### src/rtl/msq_acoff_pkg.sv
package msq_acoff_pkg;
   typedef enum logic [1:0] {
      ST_IDLE   = 2'd0,
      ST_SETTLE = 2'd1,
      ST_ACCUM  = 2'd2
   } cal_st_e;
endpackage

### src/rtl/msq_settle_ctrl.sv
module msq_settle_ctrl
   import msq_acoff_pkg::*;
#(
   parameter int CW = 32
) (
   input  logic          clk,
   input  logic          rst_n,
   input  logic          start_go,
   input  logic [CW-1:0] settle_cycles,
   input  logic          win_last,
   output cal_st_e       state
);
   logic [CW-1:0] cnt_q;

   always_ff @(posedge clk or negedge rst_n) begin
      if (!rst_n) begin
         state <= ST_IDLE;
         cnt_q <= '0;
      end else begin
         unique case (state)
            ST_IDLE: begin
               if (start_go) begin
                  state <= ST_SETTLE;
                  cnt_q <= settle_cycles;
               end
            end
            ST_SETTLE: begin
               if (cnt_q <= CW'(1)) state <= ST_ACCUM;
               else                 cnt_q <= cnt_q - CW'(1);
            end
            ST_ACCUM: begin
               if (win_last) state <= ST_IDLE;
            end
            default: state <= ST_IDLE;
         endcase
      end
   end
endmodule

### src/rtl/msq_win_accum.sv
module msq_win_accum #(
   parameter int DW       = 24,
   parameter int WIN_LOG2 = 4
) (
   input  logic          clk,
   input  logic          rst_n,
   input  logic          clear,
   input  logic          take,
   input  logic [DW-1:0] smp,
   output logic          last,
   output logic [DW-1:0] mean
);
   localparam int AW = DW + WIN_LOG2;

   logic [AW-1:0]       acc_q;
   logic [AW-1:0]       sum;
   logic [WIN_LOG2-1:0] cnt_q;

   assign sum  = acc_q + AW'(smp);
   assign last = take & (&cnt_q);
   assign mean = DW'(sum >> WIN_LOG2);

   always_ff @(posedge clk or negedge rst_n) begin
      if (!rst_n) begin
         acc_q <= '0;
         cnt_q <= '0;
      end else if (clear) begin
         acc_q <= '0;
         cnt_q <= '0;
      end else if (take) begin
         acc_q <= last ? '0 : sum;
         cnt_q <= cnt_q + 1'b1;
      end
   end
endmodule

### src/rtl/msq_offset_reg.sv
module msq_offset_reg #(
   parameter int DW        = 24,
   parameter int GAIN_W    = 16,
   parameter int GAIN_FRAC = 14,
   parameter bit SAT_SCALE = 1'b1
) (
   input  logic          clk,
   input  logic          rst_n,
   input  logic          clear,
   input  logic          load_mean,
   input  logic [DW-1:0] mean,
   input  logic          wr_dir,
   input  logic          wr_scale,
   input  logic [DW-1:0] wr_data,
   output logic [DW-1:0] offset_q
);
   localparam int PW = DW + GAIN_W;

   logic [GAIN_W-1:0] gain;
   logic [DW-1:0]     scaled;

   assign gain = wr_data[GAIN_W-1:0];

   generate
      if (SAT_SCALE) begin : g_sat
         logic [PW-1:0] shifted;
         assign shifted = (PW'(offset_q) * PW'(gain)) >> GAIN_FRAC;
         assign scaled  = (|shifted[PW-1:DW]) ? {DW{1'b1}} : shifted[DW-1:0];
      end else begin : g_wrap
         assign scaled = DW'((PW'(offset_q) * PW'(gain)) >> GAIN_FRAC);
      end
   endgenerate

   always_ff @(posedge clk or negedge rst_n) begin
      if (!rst_n)         offset_q <= '0;
      else if (clear)     offset_q <= '0;
      else if (load_mean) offset_q <= mean;
      else if (wr_dir)    offset_q <= wr_data;
      else if (wr_scale)  offset_q <= scaled;
   end
endmodule

### src/rtl/msq_sub_stage.sv
module msq_sub_stage #(
   parameter int DW = 24
) (
   input  logic          clk,
   input  logic          rst_n,
   input  logic          in_valid,
   input  logic [DW-1:0] in_msq,
   input  logic [DW-1:0] offset,
   output logic          out_valid,
   output logic [DW-1:0] out_msq
);
   logic [DW:0] diff;

   assign diff = {1'b0, in_msq} - {1'b0, offset};

   always_ff @(posedge clk or negedge rst_n) begin
      if (!rst_n) begin
         out_valid <= 1'b0;
         out_msq   <= '0;
      end else begin
         out_valid <= in_valid;
         if (in_valid) out_msq <= diff[DW] ? '0 : diff[DW-1:0];
      end
   end
endmodule

### src/rtl/msq_acoff.sv
module msq_acoff
   import msq_acoff_pkg::*;
#(
   parameter int DW        = 24,
   parameter int CW        = 32,
   parameter int WIN_LOG2  = 4,
   parameter int GAIN_W    = 16,
   parameter int GAIN_FRAC = 14,
   parameter bit SAT_SCALE = 1'b1
) (
   input  logic          clk,
   input  logic          rst_n,
   input  logic          smp_valid,
   input  logic [DW-1:0] smp_msq,
   input  logic          cal_start,
   input  logic [CW-1:0] settle_cycles,
   input  logic          wr_en,
   input  logic          wr_sel,
   input  logic [DW-1:0] wr_data,
   output logic          out_valid,
   output logic [DW-1:0] out_msq,
   output logic          cal_done
);
   generate
      if (WIN_LOG2 < 1 || WIN_LOG2 > 16) begin : g_bad_win
         $error("msq_acoff: WIN_LOG2 must lie in 1..16");
      end
      if (GAIN_W > DW) begin : g_bad_gw
         $error("msq_acoff: GAIN_W must not exceed DW");
      end
      if (GAIN_FRAC >= GAIN_W) begin : g_bad_frac
         $error("msq_acoff: GAIN_FRAC must be below GAIN_W");
      end
   endgenerate

   cal_st_e       state;
   logic          idle, start_go, wr_go, take, win_last;
   logic [DW-1:0] mean, offset_q;
   logic          done_q;

   assign idle     = (state == ST_IDLE);
   assign start_go = idle & cal_start;
   assign wr_go    = idle & wr_en & ~cal_start;
   assign take     = (state == ST_ACCUM) & smp_valid;

   msq_settle_ctrl #(.CW(CW)) u_ctrl (
      .clk          (clk),
      .rst_n        (rst_n),
      .start_go     (start_go),
      .settle_cycles(settle_cycles),
      .win_last     (win_last),
      .state        (state)
   );

   msq_win_accum #(.DW(DW), .WIN_LOG2(WIN_LOG2)) u_acc (
      .clk  (clk),
      .rst_n(rst_n),
      .clear(start_go),
      .take (take),
      .smp  (smp_msq),
      .last (win_last),
      .mean (mean)
   );

   msq_offset_reg #(
      .DW(DW), .GAIN_W(GAIN_W), .GAIN_FRAC(GAIN_FRAC), .SAT_SCALE(SAT_SCALE)
   ) u_off (
      .clk      (clk),
      .rst_n    (rst_n),
      .clear    (start_go),
      .load_mean(win_last),
      .mean     (mean),
      .wr_dir   (wr_go & ~wr_sel),
      .wr_scale (wr_go & wr_sel),
      .wr_data  (wr_data),
      .offset_q (offset_q)
   );

   msq_sub_stage #(.DW(DW)) u_sub (
      .clk      (clk),
      .rst_n    (rst_n),
      .in_valid (smp_valid),
      .in_msq   (smp_msq),
      .offset   (offset_q),
      .out_valid(out_valid),
      .out_msq  (out_msq)
   );

   always_ff @(posedge clk or negedge rst_n) begin
      if (!rst_n) done_q <= 1'b0;
      else        done_q <= win_last;
   end
   assign cal_done = done_q;
endmodule

### config.mk
export PLATFORM = sky130hd
export DESIGN_NAME = msq_acoff
export DESIGN_NICKNAME = d
export VERILOG_FILES = /design/src/rtl/msq_acoff_pkg.sv /design/src/rtl/msq_settle_ctrl.sv /design/src/rtl/msq_win_accum.sv /design/src/rtl/msq_offset_reg.sv /design/src/rtl/msq_sub_stage.sv /design/src/rtl/msq_acoff.sv
export SDC_FILE = /design/constraint.sdc
export NUM_CORES = 1
export LEC_CHECK = 0
export ABC_AREA = 1
export BUFFER_PORTS_ARGS = -buffer_cell sky130_fd_sc_hd__buf_2
export CAP_MARGIN = 5
export CORE_MARGIN = 2
export CORE_UTILIZATION = 60
export CTS_BUF_LIST = sky130_fd_sc_hd__clkbuf_16
export CTS_CLUSTER_SIZE = 10
export DETAILED_ROUTE_END_ITERATION = 10
export GPL_ROUTABILITY_DRIVEN = 0
export GPL_TIMING_DRIVEN = 0
export PLACE_DENSITY_LB_ADDON = 0.3
export SYNTH_ARGS = -nofsm -noshare
export SYNTH_HDL_FRONTEND = slang
export SYNTH_HIERARCHICAL = 1
export SYNTH_SLANG_ARGS = --single-unit
### constraint.sdc
create_clock -name clk -period 18.8 [get_ports clk]
set_clock_uncertainty 0.15 [all_clocks]
set_input_delay 2.82 -clock clk [delete_from_list [all_inputs] [get_ports clk]]
set_output_delay 2.82 -clock clk [all_outputs]
set_load 0.01 [all_outputs]
==> flow_summary.ini <==
[outcome]
outcome = completed

[die]
die_x_um = 203
num_rows = 72
dieArea_mm2 = 0.0411
core_mm2 = 0.0388
start_util_pct = 61.1
die_h_um = 203
io_pins = 112

[global_routing]
met1_usage_pct = 45.9
antenna_found_initial = 2
overflow = 0
grt-busiest-layer = met2
grtUsageMet2_pct = 56.2
grt.total_usage_pct = 35.2
grt_pass1_wl_um = 114000
grt_pass1_vias = 22400
grt_util_met3_pct = 9.00
grt_max_degree = 82

[worst_setup_path]
crit_cells = 28
path_common_cell = nand2_1
worstPathArrival_ns = 10.13
path_class = in2reg
cp_slowest_stage_delay_ns = 0.60
crit_slowest_cell = o21ai_0
cp_max_fo = 10
startpoint_type = primary input
crit_buf_inv = 7
critPathCaptureType = register
critical_path.top_delay_family = adder cells
worstRegToRegCells = 28
crit_required_ns = 18.96

[layout]
seq_area_mm2 = 0.00290
layout-drive-gt1-share_pct = 7.04
multi_input_area_mm2 = 0.0171
synthToLayoutAreaGrowth_pct = 7.50
nNetsFinal = 4276
fill_cells = 3524

[sta]
fin_ws_ns = 8.82
hold_viol_final = 0
rsz0062_at_grt = no
max_slew_margin_pct = 41.2
fmax_mhz = 100
finalSetupViolCount = 0
setup_tns_ns = 0
slew_violations = 0
fin_crit_sh_pct = 53.1
finalCriticalPeriod_ns = 9.98
worst_pin_slew_ns = 0.880

[detailed_routing]
ant_nets = 0
drc_errors = 0
num_vias = 22500
drtIter0Drc = 1973
firstDrtPassIters = 10
wl_per_cell_um = 16.2
wl_um = 69100
drt-vias-per-instance = 5.29

[logic_synthesis]
synthAdderAreaFrac_pct = 34.4
synth-seq-cells = 116
synth_cell_type_count = 46
syn_area_mm2 = 0.0237
syn_avg_cell_area_um2 = 6.58
synth_compound_area_share_pct = 3.91
syn_nets = 4159
synth_xor_area_share_pct = 1.71
yosys.area_share.simple_pct = 31.9
synthCells = 3606
synth_top_family_by_area = adder cells
yosysSeqAreaShare_pct = 12.2
yosysWarnings = 6
synthMuxAreaShare_pct = 0

[clock_network]
clkSlewWorstSetupHoldPaths_ns = 0.06
cts_setup_buffers = 0
numCtsBuffers = 17
ctsHoldBuffers = 0
cts_root_buf = clkbuf_16
cts_resized = 0
clk_path_buf_depth = 2
cts_tree = built
htreeDepth = 4
insertion_delay_ns = 0.44
cts.sinks = 116

[job]
maxCapViolations = 0

[placed_design]
pre_cts_ws_ns = 8.72
port_buffers = 97
post-dp-hpwl_um = 58600

[min_path]
hold_class = reg2reg
hold_depth = 2
cells by family after synthesis:
logic type,Yosys count
compound gates,164
xor+xnor,43
fa+ha+maj,467
buf+inv,979
flops,116
simple gates,1837
cell type report:
| type | count | area share [%] |
|---|---|---|
| Multi-Input combinational cell | 2511 | 66.9 |
| Clock buffer | 17 | 1.67 |
| Sequential cell | 116 | 11.4 |
| Timing Repair Buffer | 98 | 2.04 |
| Buffer | 128 | 2.22 |
| Clock inverter | 15 | 0.707 |
| Antenna cell | 2 | 0.0196 |
| Inverter | 851 | 12.5 |
| Tap cell | 518 | 2.54 |
placed cells by master (no fill, tap or decap), types with 3 or more instances in the layout:
master,instances
nand2_1,1306
nand3b_1,11
nand3_2,14
nand4_1,27
inv_2,3
and2_1,11
xor2_1,16
o21bai_1,6
nor2_2,15
clkinvlp_4,4
or2_2,8
buf_6,8
nor2_4,9
o22ai_1,4
buf_2,102
inv_6,4
nor3_1,12
o21ai_1,11
nor2_1,245
fa_1,307
a21oi_2,3
o21ai_2,14
bufinv_16,3
clkbuf_1,111
o21ai_0,52
nand3_1,129
a21oi_1,65
xor2_2,4
clkbuf_16,17
a21o_1,3
inv_1,843
dfrtp_1,116
ha_1,160
clkinv_1,6
xnor2_1,23
nand2_2,44
Yosys cell counts, drive strengths merged:
library cell,n,area (um2)
a211oi,1,7.51
a21o,3,22.5
a21oi,68,352
a22o,2,17.5
a31oi,2,12.5
and2,11,68.8
buf,15,136
clkbuf,112,422
clkinv,5,18.8
dfrtp,116,2900
dlygate4sd1,1,8.76
fa,307,6150
ha,160,2000
inv,846,3180
nand2,1352,5200
nand3,143,786
nand3b,12,93.8
nand4,27,169
nor2,269,1110
nor3,12,60.1
nor3b,1,7.51
nor4,2,18.8
o211ai,1,7.51
o21ai,77,438
o21bai,6,45.0
o22ai,4,25.0
or2,8,50.1
xnor2,23,201
xor2,20,205
metrics by stage:
| step | hold WS, ns | instances | utilization, % | cell area (um2) |
|---|---|---|---|---|
| finish | 0.332 | 4256 | 65.7 | 25500 |
| global route | 0.359 | 4256 | 65.7 | 25500 |
| CTS | 0.333 | 4254 | 65.6 | 25500 |
| detailed placement | 0.316 | 4222 | 64.1 | 24900 |
| global placement | 0.311 | 4221 | 64.0 | 24900 |
| floorplan | 0.303 | 3606 | - | 23700 |
flip-flops by register name, summed over array words and instances (netlist names):
| signal | cells |
|---|---|
| u_acc/acc_q | 28 |
| cal_done | 1 |
| u_off/offset_q | 24 |
| u_sub/out_msq | 24 |
| u_ctrl/cnt_q | 32 |
| u_acc/cnt_q | 4 |
| u_sub/out_valid | 1 |
| u_ctrl/state | 2 |
tightest hold or removal path, stage by stage, from the launching register on:
cell and delay [ns]:
dfrtp_1 0.34, nand2_1 0.06, nand2_1 0.05
routing by layer:
metal / share of wire [%] / wire length [um] / vias to the layer above
met5: 0.13 / 92 / -
met4: 4.5 / 3140 / 2
met3: 11 / 7810 / 215
met2: 45 / 31100 / 1066
met1: 39 / 27000 / 10500
li1: - / - / 10700
path summary, 6_finish.rpt:
path | from | end | slack (ns)
max | wr_data[6] | u_off/offset_q[6]$_DFFE_PN0P_ | 8.82
max in group asynchronous | rst_n | u_ctrl/cnt_q[28]$_DFFE_PN0P_ | 15.61
min | u_sub/out_msq[16]$_DFFE_PN0P_ | u_sub/out_msq[16]$_DFFE_PN0P_ | 0.33
min in group asynchronous | rst_n | u_sub/out_msq[23]$_DFFE_PN0P_ | 2.12
max reg2reg | u_off/offset_q[5]$_DFFE_PN0P_ | u_off/offset_q[6]$_DFFE_PN0P_ | 10.93
min reg2reg | u_sub/out_msq[16]$_DFFE_PN0P_ | u_sub/out_msq[16]$_DFFE_PN0P_ | 0.33
Power is left out: the tool's default activity adds up to more than one toggle a clock period on the data nets, which glitch-free logic cannot reach.
